### src/rtl/wdt_key_pkg.sv
package wdt_key_pkg;

    localparam int unsigned ADDR_W = 5;
    localparam int unsigned DATA_W = 32;

    localparam logic [7:0]        MODE_KEY     = 8'h22;
    localparam logic [4:0]        LEN_KEY      = 5'h08;
    localparam logic [DATA_W-1:0] RESTART_CODE = 32'h0000_1971;
    localparam logic [DATA_W-1:0] SWRST_CODE   = 32'h0000_1209;

    localparam logic [ADDR_W-1:0] OFS_MODE     = 5'h00;
    localparam logic [ADDR_W-1:0] OFS_LEN      = 5'h04;
    localparam logic [ADDR_W-1:0] OFS_RESTART  = 5'h08;
    localparam logic [ADDR_W-1:0] OFS_STATUS   = 5'h0C;
    localparam logic [ADDR_W-1:0] OFS_INTERVAL = 5'h10;
    localparam logic [ADDR_W-1:0] OFS_SWRST    = 5'h14;

    localparam int unsigned LEN_LSB = 5;

    typedef enum logic [1:0] {
        WD_OFF   = 2'd0,
        WD_RUN   = 2'd1,
        WD_PULSE = 2'd2,
        WD_IRQ   = 2'd3
    } wd_state_e;

    typedef struct packed {
        logic irq_sel;
        logic ext_en;
        logic pol_hi;
        logic en;
    } wd_mode_t;

endpackage

### src/rtl/wdt_tick_div.sv
module wdt_tick_div #(
    parameter int unsigned PRESCALE = 512
) (
    input  logic clk,
    input  logic rst_n,
    input  logic tick_i,
    input  logic clr_i,
    output logic unit_o
);
    localparam int unsigned PW = (PRESCALE > 1) ? $clog2(PRESCALE) : 1;
    localparam logic [PW-1:0] LAST = PW'(PRESCALE - 1);

    logic [PW-1:0] acc_q;

    assign unit_o = tick_i && !clr_i && (acc_q == LAST);

    always_ff @(posedge clk or negedge rst_n) begin
        if (!rst_n)      acc_q <= '0;
        else if (clr_i)  acc_q <= '0;
        else if (tick_i) acc_q <= (acc_q == LAST) ? '0 : acc_q + 1'b1;
    end

    // no slow tick, no prescaler progress
    a_r12_div_hold: assert property (@(posedge clk) disable iff (!rst_n)
        (!tick_i && !clr_i) |=> (acc_q == $past(acc_q)));

    // prescaler never leaves its range
    a_r5_div_range: assert property (@(posedge clk) disable iff (!rst_n)
        acc_q <= LAST);

endmodule

### src/rtl/wdt_regs.sv
module wdt_regs
    import wdt_key_pkg::*;
#(
    parameter int unsigned CNT_W = 10
) (
    input  logic              clk,
    input  logic              rst_n,
    input  logic              wr_i,
    input  logic              rd_i,
    input  logic [ADDR_W-1:0] addr_i,
    input  logic [DATA_W-1:0] wdata_i,
    output logic [DATA_W-1:0] rdata_o,
    output wd_mode_t          mode_o,
    output logic [CNT_W-1:0]  len_o,
    output logic              restart_o,
    output logic              swrst_o,
    output logic              stat_rd_o,
    input  logic              ev_timeout_i,
    input  logic              ev_swrst_i,
    input  logic [CNT_W-1:0]  cnt_i
);
    wd_mode_t         mode_q;
    logic [CNT_W-1:0] len_q;
    logic [1:0]       stat_q;
    logic             mode_hit, len_hit;
    logic [DATA_W-1:0] rd_mux;

    assign mode_hit  = wr_i && (addr_i == OFS_MODE) && (wdata_i[31:24] == MODE_KEY);
    assign len_hit   = wr_i && (addr_i == OFS_LEN)  && (wdata_i[4:0] == LEN_KEY);
    assign restart_o = wr_i && (addr_i == OFS_RESTART) && (wdata_i == RESTART_CODE);
    assign swrst_o   = wr_i && (addr_i == OFS_SWRST)   && (wdata_i == SWRST_CODE);
    assign stat_rd_o = rd_i && (addr_i == OFS_STATUS);

    assign mode_o = mode_q;
    assign len_o  = len_q;

    always_comb begin
        case (addr_i)
            OFS_MODE:     rd_mux = DATA_W'(mode_q);
            OFS_LEN:      rd_mux = DATA_W'(len_q) << LEN_LSB;
            OFS_STATUS:   rd_mux = DATA_W'(stat_q);
            OFS_INTERVAL: rd_mux = DATA_W'(cnt_i);
            default:      rd_mux = '0;
        endcase
    end

    always_ff @(posedge clk or negedge rst_n) begin
        if (!rst_n) begin
            mode_q  <= '0;
            len_q   <= '0;
            stat_q  <= '0;
            rdata_o <= '0;
        end else begin
            if (mode_hit) mode_q <= wd_mode_t'(wdata_i[3:0]);
            if (len_hit)  len_q  <= wdata_i[LEN_LSB +: CNT_W];
            stat_q[0] <= ev_timeout_i | (stat_q[0] & ~stat_rd_o);
            stat_q[1] <= ev_swrst_i   | (stat_q[1] & ~stat_rd_o);
            rdata_o   <= rd_i ? rd_mux : '0;
        end
    end

    // unkeyed mode writes leave the mode alone
    a_r2_mode_key: assert property (@(posedge clk) disable iff (!rst_n)
        (wr_i && addr_i == OFS_MODE && wdata_i[31:24] != MODE_KEY) |=> (mode_q == $past(mode_q)));

    // unkeyed length writes leave the length alone
    a_r3_len_key: assert property (@(posedge clk) disable iff (!rst_n)
        (wr_i && addr_i == OFS_LEN && wdata_i[4:0] != LEN_KEY) |=> (len_q == $past(len_q)));

    // a timeout event is always recorded, even against a clearing read
    a_r9_stat_set: assert property (@(posedge clk) disable iff (!rst_n)
        ev_timeout_i |=> stat_q[0]);

    // a status read with no new event clears both bits
    a_r9_stat_clr: assert property (@(posedge clk) disable iff (!rst_n)
        (stat_rd_o && !ev_timeout_i && !ev_swrst_i) |=> (stat_q == 2'b00));

endmodule

### src/rtl/wdt_fsm.sv
module wdt_fsm
    import wdt_key_pkg::*;
#(
    parameter int unsigned CNT_W       = 10,
    parameter int unsigned PULSE_TICKS = 32
) (
    input  logic             clk,
    input  logic             rst_n,
    input  logic             tick_i,
    input  logic             unit_i,
    input  wd_mode_t         mode_i,
    input  logic [CNT_W-1:0] len_i,
    input  logic             restart_i,
    input  logic             swrst_i,
    input  logic             stat_rd_i,
    output logic             presc_clr_o,
    output logic [CNT_W-1:0] cnt_o,
    output logic             ev_timeout_o,
    output logic             ev_swrst_o,
    output logic             rst_o,
    output logic             irq_o
);
    localparam int unsigned PCW = $clog2(PULSE_TICKS + 1);
    localparam logic [PCW-1:0] PULSE_LAST = PCW'(PULSE_TICKS - 1);

    wd_state_e        state_q, state_d;
    logic [CNT_W-1:0] cnt_q, load_val;
    logic [PCW-1:0]   pcnt_q;
    logic             load, pulse_start, pulse_active;

    assign load_val    = (len_i == '0) ? CNT_W'(1) : len_i;
    assign presc_clr_o = load;
    assign cnt_o       = cnt_q;
    assign pulse_start = (state_d == WD_PULSE) && (state_q != WD_PULSE);

    // next-state decision
    always_comb begin
        state_d      = state_q;
        load         = 1'b0;
        ev_timeout_o = 1'b0;
        ev_swrst_o   = 1'b0;
        unique case (state_q)
            WD_OFF: begin
                if (swrst_i) begin
                    state_d    = WD_PULSE;
                    ev_swrst_o = 1'b1;
                end else if (mode_i.en) begin
                    state_d = WD_RUN;
                    load    = 1'b1;
                end
            end
            WD_RUN: begin
                if (swrst_i) begin
                    state_d    = WD_PULSE;
                    ev_swrst_o = 1'b1;
                end else if (!mode_i.en) begin
                    state_d = WD_OFF;
                end else if (restart_i) begin
                    load = 1'b1;
                end else if (unit_i && cnt_q <= CNT_W'(1)) begin
                    ev_timeout_o = 1'b1;
                    state_d      = mode_i.irq_sel ? WD_IRQ : WD_PULSE;
                end
            end
            WD_PULSE: begin
                if (tick_i && pcnt_q == PULSE_LAST) begin
                    if (mode_i.en) begin
                        state_d = WD_RUN;
                        load    = 1'b1;
                    end else begin
                        state_d = WD_OFF;
                    end
                end
            end
            WD_IRQ: begin
                if (swrst_i) begin
                    state_d    = WD_PULSE;
                    ev_swrst_o = 1'b1;
                end else if (stat_rd_i) begin
                    if (mode_i.en) begin
                        state_d = WD_RUN;
                        load    = 1'b1;
                    end else begin
                        state_d = WD_OFF;
                    end
                end
            end
        endcase
    end

    // state register
    always_ff @(posedge clk or negedge rst_n) begin
        if (!rst_n) state_q <= WD_OFF;
        else        state_q <= state_d;
    end

    // countdown and pulse length
    always_ff @(posedge clk or negedge rst_n) begin
        if (!rst_n) begin
            cnt_q  <= '0;
            pcnt_q <= '0;
        end else begin
            if (load)
                cnt_q <= load_val;
            else if (ev_timeout_o)
                cnt_q <= '0;
            else if (state_q == WD_RUN && unit_i)
                cnt_q <= cnt_q - 1'b1;

            if (pulse_start)
                pcnt_q <= '0;
            else if (state_q == WD_PULSE && tick_i)
                pcnt_q <= pcnt_q + 1'b1;
        end
    end

    // outputs
    always_comb begin
        pulse_active = (state_q == WD_PULSE) && mode_i.ext_en;
        rst_o        = mode_i.pol_hi ? pulse_active : !pulse_active;
        irq_o        = (state_q == WD_IRQ);
    end

    // while running the counter never sits at zero
    a_r5_run_nonzero: assert property (@(posedge clk) disable iff (!rst_n)
        (state_q == WD_RUN) |-> (cnt_q != '0));

    // without a tick or command the count holds
    a_r12_cnt_hold: assert property (@(posedge clk) disable iff (!rst_n)
        (state_q == WD_RUN && !tick_i && !restart_i && !swrst_i) |=> (cnt_q == $past(cnt_q)));

    // the pulse counter stays inside the pulse length
    a_r6_pulse_bound: assert property (@(posedge clk) disable iff (!rst_n)
        (state_q == WD_PULSE) |-> (pcnt_q < PCW'(PULSE_TICKS)));

    // the software reset code enters the pulse on the next cycle
    a_r8_swrst_enter: assert property (@(posedge clk) disable iff (!rst_n)
        (swrst_i && state_q != WD_PULSE) |=> (state_q == WD_PULSE));

    // the interrupt holds until status is read
    a_r7_irq_level: assert property (@(posedge clk) disable iff (!rst_n)
        (state_q == WD_IRQ && !stat_rd_i && !swrst_i) |=> irq_o);

    // a status read releases the interrupt
    a_r7_irq_clear: assert property (@(posedge clk) disable iff (!rst_n)
        (state_q == WD_IRQ && stat_rd_i && !swrst_i) |=> !irq_o);

endmodule

### src/rtl/wdt_keyed_top.sv
module wdt_keyed_top
    import wdt_key_pkg::*;
#(
    parameter int unsigned PRESCALE    = 512,
    parameter int unsigned CNT_W       = 10,
    parameter int unsigned PULSE_TICKS = 32
) (
    input  logic                 clk,
    input  logic                 rst_n,
    input  logic                 tick_i,
    input  logic                 bus_wr_i,
    input  logic                 bus_rd_i,
    input  logic [ADDR_W-1:0]    bus_addr_i,
    input  logic [DATA_W-1:0]    bus_wdata_i,
    output logic [DATA_W-1:0]    bus_rdata_o,
    output logic                 wdt_rst_o,
    output logic                 wdt_irq_o
);
    wd_mode_t         mode;
    logic [CNT_W-1:0] len, cnt;
    logic             restart, swrst, stat_rd, ev_to, ev_sw, presc_clr, unit;

    wdt_regs #(.CNT_W(CNT_W)) regs_i (
        .clk          (clk),
        .rst_n        (rst_n),
        .wr_i         (bus_wr_i),
        .rd_i         (bus_rd_i),
        .addr_i       (bus_addr_i),
        .wdata_i      (bus_wdata_i),
        .rdata_o      (bus_rdata_o),
        .mode_o       (mode),
        .len_o        (len),
        .restart_o    (restart),
        .swrst_o      (swrst),
        .stat_rd_o    (stat_rd),
        .ev_timeout_i (ev_to),
        .ev_swrst_i   (ev_sw),
        .cnt_i        (cnt)
    );

    wdt_tick_div #(.PRESCALE(PRESCALE)) div_i (
        .clk    (clk),
        .rst_n  (rst_n),
        .tick_i (tick_i),
        .clr_i  (presc_clr),
        .unit_o (unit)
    );

    wdt_fsm #(.CNT_W(CNT_W), .PULSE_TICKS(PULSE_TICKS)) fsm_i (
        .clk          (clk),
        .rst_n        (rst_n),
        .tick_i       (tick_i),
        .unit_i       (unit),
        .mode_i       (mode),
        .len_i        (len),
        .restart_i    (restart),
        .swrst_i      (swrst),
        .stat_rd_i    (stat_rd),
        .presc_clr_o  (presc_clr),
        .cnt_o        (cnt),
        .ev_timeout_o (ev_to),
        .ev_swrst_o   (ev_sw),
        .rst_o        (wdt_rst_o),
        .irq_o        (wdt_irq_o)
    );

endmodule

### config.mk
export PLATFORM = sky130hd
export DESIGN_NAME = wdt_keyed_top
export DESIGN_NICKNAME = d
export VERILOG_FILES = /design/src/rtl/wdt_key_pkg.sv /design/src/rtl/wdt_tick_div.sv /design/src/rtl/wdt_regs.sv /design/src/rtl/wdt_fsm.sv /design/src/rtl/wdt_keyed_top.sv
export SDC_FILE = /design/constraint.sdc
export NUM_CORES = 1
export LEC_CHECK = 0
export ABC_AREA = 1
export BUFFER_PORTS_ARGS = -buffer_cell sky130_fd_sc_hd__buf_4
export CELL_PAD_IN_SITES_DETAIL_PLACEMENT = 0
export CELL_PAD_IN_SITES_GLOBAL_PLACEMENT = 1
export CORE_MARGIN = 2
export CORE_UTILIZATION = 41
export CTS_BUF_LIST = sky130_fd_sc_hd__clkbuf_8
export CTS_CLUSTER_DIAMETER = 30
export DETAILED_ROUTE_END_ITERATION = 8
export PLACE_DENSITY_LB_ADDON = 0.1
export SYNTH_ARGS = -nofsm -noshare
export SYNTH_HDL_FRONTEND = slang
export SYNTH_SLANG_ARGS = --single-unit
export TNS_END_PERCENT = 10
### constraint.sdc
create_clock -name clk -period 2.45 [get_ports clk]
set_input_delay 0.49 -clock clk [delete_from_list [all_inputs] [get_ports clk]]
set_output_delay 0.49 -clock clk [all_outputs]
set_load 0.02 [all_outputs]
==> metrics.yaml, run 1 <==
logic_synthesis:
  synthArstFlopShare_pct: 100
  synth.distinct_cells: 38
  netlist_top_cells_count: "nand2_1, inv_1, nor2_1, dfrtp_1, o21ai_0"
  yosysWarnings: 0
  synthMostInstantiatedCell: "nand2_1"
  synth_edf_count: 0
  ys_ff_latch: 58
  netlist.top_cell.by_area: "dfrtp_1"
  yosysTopAreaCellShare_pct: 40.9
  synth_cells: 471
  avgSynthCellArea_um2: 7.53
  ys.flop_type: "dfrtp_1"
  netlist_area_um2: 3540
  ys_seq_area_share_pct: 40.9
  synth.area.top_cells: "dfrtp_1, nand2_1, inv_1"
floorplanning:
  design.core.area_um2: 8300
  initial_core_util_pct: 42.7
  die_height_um: 97.0
  io_pins: 76
  rows: 33
  die_w_um: 97.0
  fp.dieArea_um2: 9410
critical_path:
  cp.required_ns: 2.68
  crit_chain: "ha_1 -> nand2_1 -> nor2_1 -> inv_1 -> nor2_2 -> nand3_1 -> nor2_1 -> ha_2 -> inv_1 -> nor2_8 -> nand2_4 -> nand2_8 -> o21ai_0 -> inv_1 -> a21oi_2"
  endpoint_kind: "flip-flop"
  crit_slowest_cell: "dfrtp_1"
  start_kind: "flip-flop"
  path_class: "flip-flop to flip-flop"
  reg2reg_slack_ns: 0.29
  cp_data_arrival_time_ns: 2.39
  cp_max_fo: 16
  slowest_delay_ns: 0.35
  critPathMostFrequentCell: "inv_1"
global_route:
  antenna_found_initial: 0
  grt_pass1_vias: 3210
  grt_max_degree: 59
  gr-usage-all-layers_pct: 19.6
  grt-ovfl-total: 0
  grt_pass1_wl_um: 14900
power:
  ir_drop_mv: 0.219
  power.total_mw: 2.59
  p_per_area_nw_per_um2: 585
  p_leak_nw: 2.32
placement:
  post-dp-hpwl_um: 6650
  place_congestion: 0.874
  port_buffers: 58
run_status:
  outcome: "finished clean"
routing:
  drcViolationCount: 0
  vias: 3168
  drtPass1Iterations: 4
  detail-route-antenna-nets: 0
  wire_per_inst_um: 12.7
  via_per_inst: 4.71
  drt_wl_total_um: 8510
  first_iter_violations: 103
sta:
  setup_viol: 0
  slew-limit-headroom_pct: 50.3
  layout_min_cycle_time_ns: 2.16
  fmax_mhz: 462
  finalCritPeriodShare_pct: 88.3
  rsz0062_at_grt: "false"
  drv_slew: 0
  tightest_slew_ns: 0.746
  final.setup.tns_ns: 0
  finClkSkew_ns: 0.00735
  finalHoldViolCount: 0
cts:
  htreeDepth: 3
  post_cts_buffers: 0
  worst_skew_pair.late_latency_ns: 0.34
  cts_buffer_depth: 2
  cts_root_buf: "clkbuf_8"
  cts_resized: 0
  postCtsHoldBufs: 0
  cts_tree: "yes"
  cts_buffers: 9
  clock_sinks: 58
  clk_pin_slew_ns: 0.07
worst_hold_path:
  hold_path_class: "input port to async pin"
cells_and_area:
  fin_nets: 609
  area_growth_pct: 24.9
  drive_gt1_share_pct: 23.3
  diodes: 0
  fillers: 841
flow_run:
  drv_cap: 0
==> power by group <==
| group | switching, mW | total (mW) | internal [mW] | leakage (nW) |
|---|---|---|---|---|
| clock | 0.372 | 0.811 | 0.439 | 0.105 |
| sequential | 0.0877 | 1.15 | 1.06 | 0.760 |
| combinational | 0.355 | 0.629 | 0.275 | 1.45 |
| total | 0.814 | 2.59 | 1.78 | 2.32 |
==> cell families (layout without fill, tap and decap cells) <==
group	count (synthesis)	count (layout)	share of synthesized area (%)
compound gates	65	65	11.4
xor+xnor	13	13	3.21
fa+ha+maj	5	5	1.76
buf+inv	104	184	13.4
flops	58	58	40.9
mux	2	2	0.600
other cells	1	17	0.106
simple gates	223	223	28.6
==> worst max-delay path: cells and delay by family (launching register included) <==
kind	cells	cell delay (ns)
simple gates	8	0.85
fa+ha+maj	2	0.41
flops	1	0.35
buf+inv	3	0.27
compound gates	2	0.17
==> registers in the layout, indices dropped and copies added (netlist names) <==
name            count
div_i.acc_q         9
regs_i.mode_o       4
fsm_i.cnt_o        10
regs_i.len_o       10
fsm_i.pcnt_q        6
regs_i.stat_q       2
regs_i.rdata_o     15
fsm_i.state_q       2
==> layout by cell type (no fill, tap or decap), types with 2 or more instances in the layout <==
| cell type | n |
|---|---|
| nand2_1 | 98 |
| buf_4 | 84 |
| inv_1 | 83 |
| nor2_1 | 61 |
| dfrtp_1 | 58 |
| o21ai_0 | 28 |
| conb_1 | 17 |
| nand3_1 | 15 |
| nand4_1 | 14 |
| clkbuf_8 | 12 |
| a21oi_1 | 11 |
| nor3_1 | 10 |
| a21oi_2 | 10 |
| xor2_1 | 9 |
| nor2_2 | 8 |
| o22ai_1 | 6 |
| nor4_1 | 5 |
| nand2_2 | 4 |
| xnor2_1 | 4 |
| ha_1 | 4 |
| o211ai_1 | 3 |
| nor2_4 | 2 |
| nand2_4 | 2 |
| nor2_8 | 2 |
| clkinv_2 | 2 |
==> area by class of cell <==
| type | count | area (um2) | share of cell area, % |
|---|---|---|---|
| Tap cell | 105 | 131 | 2.97 |
| Multi-Input combinational cell | 325 | 1700 | 38.3 |
| Inverter | 83 | 314 | 7.09 |
| Timing Repair Buffer | 85 | 651 | 14.7 |
| Clock inverter | 4 | 17.5 | 0.396 |
| Sequential cell | 58 | 1450 | 32.8 |
| Clock buffer | 12 | 165 | 3.73 |
==> final timing paths <==
kind                                 startpoint                 to  cells after the start
worst max-delay path             div_i.acc_q[0]     fsm_i.cnt_o[3]                     15
worst min register to register  regs_i.len_o[6]    regs_i.len_o[6]                      2
worst min-delay path                      rst_n  regs_i.rdata_o[9]                      1
worst max register to register   div_i.acc_q[0]     fsm_i.cnt_o[3]                     15
min in group clk                       bus_rd_i  regs_i.rdata_o[1]                      3
max in group asynchronous                 rst_n   fsm_i.state_q[1]                      1
==> metrics by stage <==
step | worst slack, ns | instances | instance area, um2 | util [%] | hold slack [ns]
after floorplan | 0.413 | 487 | 3600 | - | 0.194
after global placement | 0.116 | 656 | 4230 | 50.9 | 0.473
after detailed placement | 0.0757 | 656 | 4230 | 50.9 | 0.479
after CTS | 0.101 | 672 | 4410 | 53.1 | 0.241
after global routing | 0.000514 | 672 | 4430 | 53.4 | 0.262
final | 0.286 | 672 | 4430 | 53.4 | 0.195
==> layer usage <==
metal  GRT usage [%]  vias up  share of wire (%)
li1                -     1649                  -
met3            5.20       10                5.7
met5               0        -                  0
met1            28.2     1412                 50
met4            5.74        0                1.2
met2            29.0       97                 43
Note: power is estimated with default switching activity, not from simulation.
==> run 2: changes to the inputs <==
--- a/config.mk
+++ b/config.mk
@@ -10,8 +10,7 @@
 export CELL_PAD_IN_SITES_DETAIL_PLACEMENT = 0
 export CELL_PAD_IN_SITES_GLOBAL_PLACEMENT = 1
 export CORE_MARGIN = 2
-export CORE_UTILIZATION = 41
-export CTS_BUF_LIST = sky130_fd_sc_hd__clkbuf_8
+export CORE_UTILIZATION = 40
 export CTS_CLUSTER_DIAMETER = 30
 export DETAILED_ROUTE_END_ITERATION = 8
 export PLACE_DENSITY_LB_ADDON = 0.1
==> run 2 against run 1 <==
  * Worst setup slack worse by 0.028 ns
  * Core utilization decreased by 2.0 points
  * Total power shrank 1.1%
  * Via count rose by 0.25%
  * Die area grew 2.4%
  * Final cell count increased by 0.89%
  * Register-to-register slack worse by 0.03 ns
  * Largest power group unchanged
==> metrics.yaml, run 2 (synthesized netlist as in run 1, its figures left out) <==
run_status:
  outcome: "finished clean"
global_route:
  gr-usage-all-layers_pct: 18.8
  antenna_found_initial: 0
  grt_pass1_vias: 3231
  grt-ovfl-total: 0
  grt_pass1_wl_um: 14700
  grt_max_degree: 59
sta:
  rsz0062_at_grt: "false"
  drv_slew: 0
  fmax_mhz: 456
  slew-limit-headroom_pct: 50.5
  finClkSkew_ns: 0.00732
  finalCritPeriodShare_pct: 89.5
  tightest_slew_ns: 0.743
  finalHoldViolCount: 0
  layout_min_cycle_time_ns: 2.19
  final.setup.tns_ns: 0
  setup_viol: 0
critical_path:
  reg2reg_depth: 15
  worst-path-stages: 15
  start_kind: "flip-flop"
  cp_top_family: "simple AND/OR/NAND/NOR gates"
  crit_chain: "ha_1 -> nand2_1 -> nor2_1 -> inv_1 -> nor2_1 -> nand3_1 -> nor2_1 -> ha_2 -> inv_1 -> nor2_8 -> nand2_4 -> nand2_8 -> o21ai_0 -> inv_1 -> a21oi_2"
  crit_slowest_cell: "dfrtp_1"
  cp_max_fo: 17
  critical_path_buf_inv_count: 3
  cp_data_arrival_time_ns: 2.42
  slowest_delay_ns: 0.36
  endpoint_kind: "flip-flop"
  cp.required_ns: 2.68
  path_class: "flip-flop to flip-flop"
cells_and_area:
  largest_reg_flops: 15
  diodes: 0
  final_common_cell: "nand2_1"
  fin_nets: 613
  mostFrequentLayoutCells: "nand2_1, buf_4, inv_1"
  area_growth_pct: 25.1
  drive_gt1_share_pct: 23.7
  regMostFlops: "regs_i.rdata_o"
routing:
  vias: 3176
  first_iter_violations: 131
  wire_per_inst_um: 12.7
  drcViolationCount: 0
  detail-route-antenna-nets: 0
  via_per_inst: 4.68
  drtPass1Iterations: 4
  drt_wl_total_um: 8640
worst_hold_path:
  hold_path_class: "input port to async pin"
placement:
  post-dp-hpwl_um: 6770
  place_congestion: 0.905
  port_buffers: 58
cts:
  worst_skew_pair.late_latency_ns: 0.33
  cts_root_buf: "clkbuf_8"
  htreeDepth: 3
  postCtsHoldBufs: 0
  cts_buffers: 9
  clk_pin_slew_ns: 0.07
  clock_sinks: 58
  cts_buffer_depth: 2
  cts_tree: "yes"
floorplanning:
  fp.dieArea_um2: 9630
  io_pins: 76
  die_w_um: 98.1
  rows: 34
  die_height_um: 98.1
  initial_core_util_pct: 41.0
  design.core.area_um2: 8640
power:
  p_leak_nw: 2.32
  ir_drop_mv: 0.232
  p_per_area_nw_per_um2: 578
  power.total_mw: 2.56
flow_run:
  drv_cap: 0
-- run 2: worst paths after layout --
kind                            slack [ns]            start           endpoint
worst max-delay path                  0.26   div_i.acc_q[0]     fsm_i.cnt_o[2]
worst min-delay path                  0.21            rst_n     fsm_i.cnt_o[8]
worst max register to register        0.26   div_i.acc_q[0]     fsm_i.cnt_o[2]
min in group clk                      0.41         bus_rd_i  regs_i.rdata_o[0]
worst min register to register        0.49  regs_i.len_o[6]    regs_i.len_o[6]
max in group asynchronous             1.73            rst_n  regs_i.rdata_o[2]
-- run 2: layout make-up --
class | instances | area [um2]
well taps | 108 | 135
flip-flops and latches | 58 | 1450
multi-input cells | 325 | 1700
repair buffers | 89 | 668
clock buffers | 12 | 155
fillers | 885 | 4200
clock inverters | 3 | 15.0
inverters | 83 | 314
-- run 2: timing repair --
| action | 4_1_cts | 5_1_grt |
|---|---|---|
| resized for setup | 0 | 3 |
| setup endpoints to repair | 0 | 11 |
| buffers inserted | 0 | 0 |
-- run 2: worst reg2reg max path: stages, from the launching register on --
cell and delay, ns:
dfrtp_1 0.36, ha_1 0.19, nand2_1 0.07, nor2_1 0.08, inv_1 0.05, nor2_1 0.11
nand3_1 0.11, nor2_1 0.12, ha_2 0.23, inv_1 0.11, nor2_8 0.15, nand2_4 0.08
nand2_8 0.12, o21ai_0 0.14, inv_1 0.10, a21oi_2 0.05
-- run 2: report_power, final --
group	leakage, nW	internal, mW	switching, mW
combinational	1.47	0.276	0.353
sequential	0.760	1.06	0.0907
clock	0.0920	0.411	0.368
total	2.32	1.75	0.811
-- run 2: metrics by stage --
| step | instance area [um2] | hold WS, ns | instances | setup slack [ns] | utilization (%) |
|---|---|---|---|---|---|
| after global placement | 4250 | 0.473 | 663 | 0.0389 | 49.2 |
| after global routing | 4430 | 0.271 | 678 | 0.0203 | 51.3 |
| final | 4430 | 0.212 | 678 | 0.258 | 51.3 |
| after CTS | 4420 | 0.247 | 678 | 0.108 | 51.2 |
| after floorplan | 3600 | 0.194 | 487 | 0.413 | - |
| after detailed placement | 4250 | 0.475 | 663 | 0.0223 | 49.2 |
-- run 2: layer usage --
metal  vias to the layer above  part of all wire (%)  global-route usage [%]
li1                       1653                     -                       -
met1                      1435                    50                    27.6
met2                        80                    44                    28.3
met3                         8                   4.7                    3.44
met4                         0                   1.2                    6.11
met5                         -                     0                       0
==> run 3: changes to the inputs <==
--- a/config.mk
+++ b/config.mk
@@ -10,10 +10,11 @@
 export CELL_PAD_IN_SITES_DETAIL_PLACEMENT = 0
 export CELL_PAD_IN_SITES_GLOBAL_PLACEMENT = 1
 export CORE_MARGIN = 2
-export CORE_UTILIZATION = 40
+export CORE_UTILIZATION = 43
 export CTS_CLUSTER_DIAMETER = 30
 export DETAILED_ROUTE_END_ITERATION = 8
 export PLACE_DENSITY_LB_ADDON = 0.1
+export SKIP_CTS_REPAIR_TIMING = 1
 export SYNTH_ARGS = -nofsm -noshare
 export SYNTH_HDL_FRONTEND = slang
 export SYNTH_SLANG_ARGS = --single-unit
==> constraint.sdc (replaced) <==
create_clock -name clk -period 2.7 [get_ports clk]
set_input_delay 0.54 -clock clk [delete_from_list [all_inputs] [get_ports clk]]
set_output_delay 0.54 -clock clk [all_outputs]
set_load 0.02 [all_outputs]
==> run 3 against run 2 <==
  * Non-clock buffer count fell by 23
  * Hold slack improved by 0.038 ns
  * First-iteration DRC count fell by 9.9%
  * Critical endpoint is now fsm_i.pcnt_q[0]
  * Largest cell class unchanged
==> metrics.yaml, run 3 (synthesized netlist as in run 1, its figures left out) <==
run_status:
  outcome: "finished clean"
critical_path:
  cp_top_family: "simple AND/OR/NAND/NOR gates"
  critical_path_buf_inv_count: 3
  cp_max_fo: 6
  reg2reg_depth: 14
  slowest_delay_ns: 0.40
  endpoint_kind: "flip-flop"
  cp.required_ns: 2.92
  path_class: "flip-flop to flip-flop"
  worst-path-stages: 14
  startpoint: "fsm_i.cnt_o[0]"
  cp_data_arrival_time_ns: 2.49
  start_kind: "flip-flop"
  r2r_start: "fsm_i.cnt_o[0]"
  critPathMostFrequentCell: "nand2_1"
  crit_chain: "inv_1 -> ha_1 -> o21ai_0 -> nor3_1 -> inv_1 -> a41oi_1 -> buf_4 -> nand4_1 -> nand2_1 -> nand2_1 -> nand2_1 -> nand2_1 -> nor2_2 -> nor2_1"
  crit_slowest_cell: "dfrtp_1"
sta:
  slew-limit-headroom_pct: 51.3
  finClkSkew_ns: 0.0120
  drv_slew: 0
  tightest_slew_ns: 0.730
  finalCritPeriodShare_pct: 83.9
  final.setup.tns_ns: 0
  fin_ws_ns: 0.435
  layout_min_cycle_time_ns: 2.27
  rsz0062_at_grt: "false"
  fmax_mhz: 441
  setup_viol: 0
  finalHoldViolCount: 0
routing:
  drcViolationCount: 0
  wl_met2_um: 3490
  detail-route-antenna-nets: 0
  drt_wl_total_um: 8150
  wire_per_inst_um: 12.5
  vias: 3145
  drtPass1Iterations: 4
  first_iter_violations: 118
  met1_length_um: 4100
  via_per_inst: 4.82
  met3_length_um: 375
  routed.top_layer: "met4"
placement:
  post-dp-hpwl_um: 6390
  port_buffers: 58
  dp_slack_ns: 0.0865
  place_congestion: 0.938
global_route:
  antenna_found_initial: 0
  grt_max_degree: 59
  grt_pass1_vias: 3006
  gr-usage-all-layers_pct: 20.1
  grt_pass1_wl_um: 14000
  grt-ovfl-total: 0
flow_run:
  drv_cap: 0
power:
  power.total_mw: 2.52
  p_per_area_nw_per_um2: 585
  ir_drop_mv: 0.309
  p_leak_nw: 2.23
cells_and_area:
  fillers: 817
  fin_nets: 590
  final_common_cell: "nand2_1"
  seq_area_um2: 1450
  largest_reg_flops: 15
  diodes: 0
  multi_input_area_um2: 1680
  area_growth_pct: 21.5
  drive_gt1_share_pct: 20.3
  mostFrequentLayoutCells: "nand2_1, inv_1, buf_4"
  regMostFlops: "regs_i.rdata_o"
cts:
  clock_sinks: 58
  cts_tree: "yes"
  cts_buffers: 9
  cts_root_buf: "clkbuf_8"
  clk_pin_slew_ns: 0.07
  htreeDepth: 3
  worst_skew_pair.late_latency_ns: 0.34
  cts_buffer_depth: 2
worst_hold_path:
  hold_path_class: "input port to async pin"
floorplanning:
  initial_core_util_pct: 43.8
  fp.dieArea_um2: 8990
  die_w_um: 94.8
  rows: 33
  die_height_um: 94.8
  design.core.area_um2: 8090
  io_pins: 76
## run 3: where the power goes
part | switching, mW | internal [mW] | total [mW]
combinational | 0.299 | 0.206 | 0.505
sequential | 0.0892 | 0.963 | 1.05
clock | 0.350 | 0.612 | 0.962
total | 0.738 | 1.78 | 2.52
## run 3: worst paths after layout
path	end	slack, ns
max in group asynchronous	div_i.acc_q[2]	1.96
min	fsm_i.cnt_o[9]	0.25
min in group clk	regs_i.mode_o[1]	0.45
min reg2reg	regs_i.len_o[6]	0.50
max reg2reg	fsm_i.pcnt_q[0]	0.43
max	fsm_i.pcnt_q[0]	0.43
## run 3: cell type report
type	instances	area share [%]
clock buffers	11	3.05
clock inverters	5	2.38
inverters	83	7.29
multi-input cells	325	39.0
flip-flops and latches	58	33.7
well taps	105	3.05
repair buffers	66	11.5
## run 3: layer usage
metal / vias to the layer above / global-route usage, %
li1: 1606 / -
met1: 1429 / 29.2
met2: 97 / 29.8
met3: 13 / 2.79
met4: 0 / 8.94
met5: - / 0
## run 3: through the flow
stage | utilization (%) | hold slack, ns | instance area [um2] | cells
detailed placement | 50.3 | 0.481 | 4070 | 637
global placement | 50.3 | 0.473 | 4070 | 637
global route | 53.2 | 0.307 | 4310 | 653
finish | 53.2 | 0.250 | 4310 | 653
CTS | 53.2 | 0.284 | 4310 | 653
floorplan | - | 0.244 | 3600 | 487
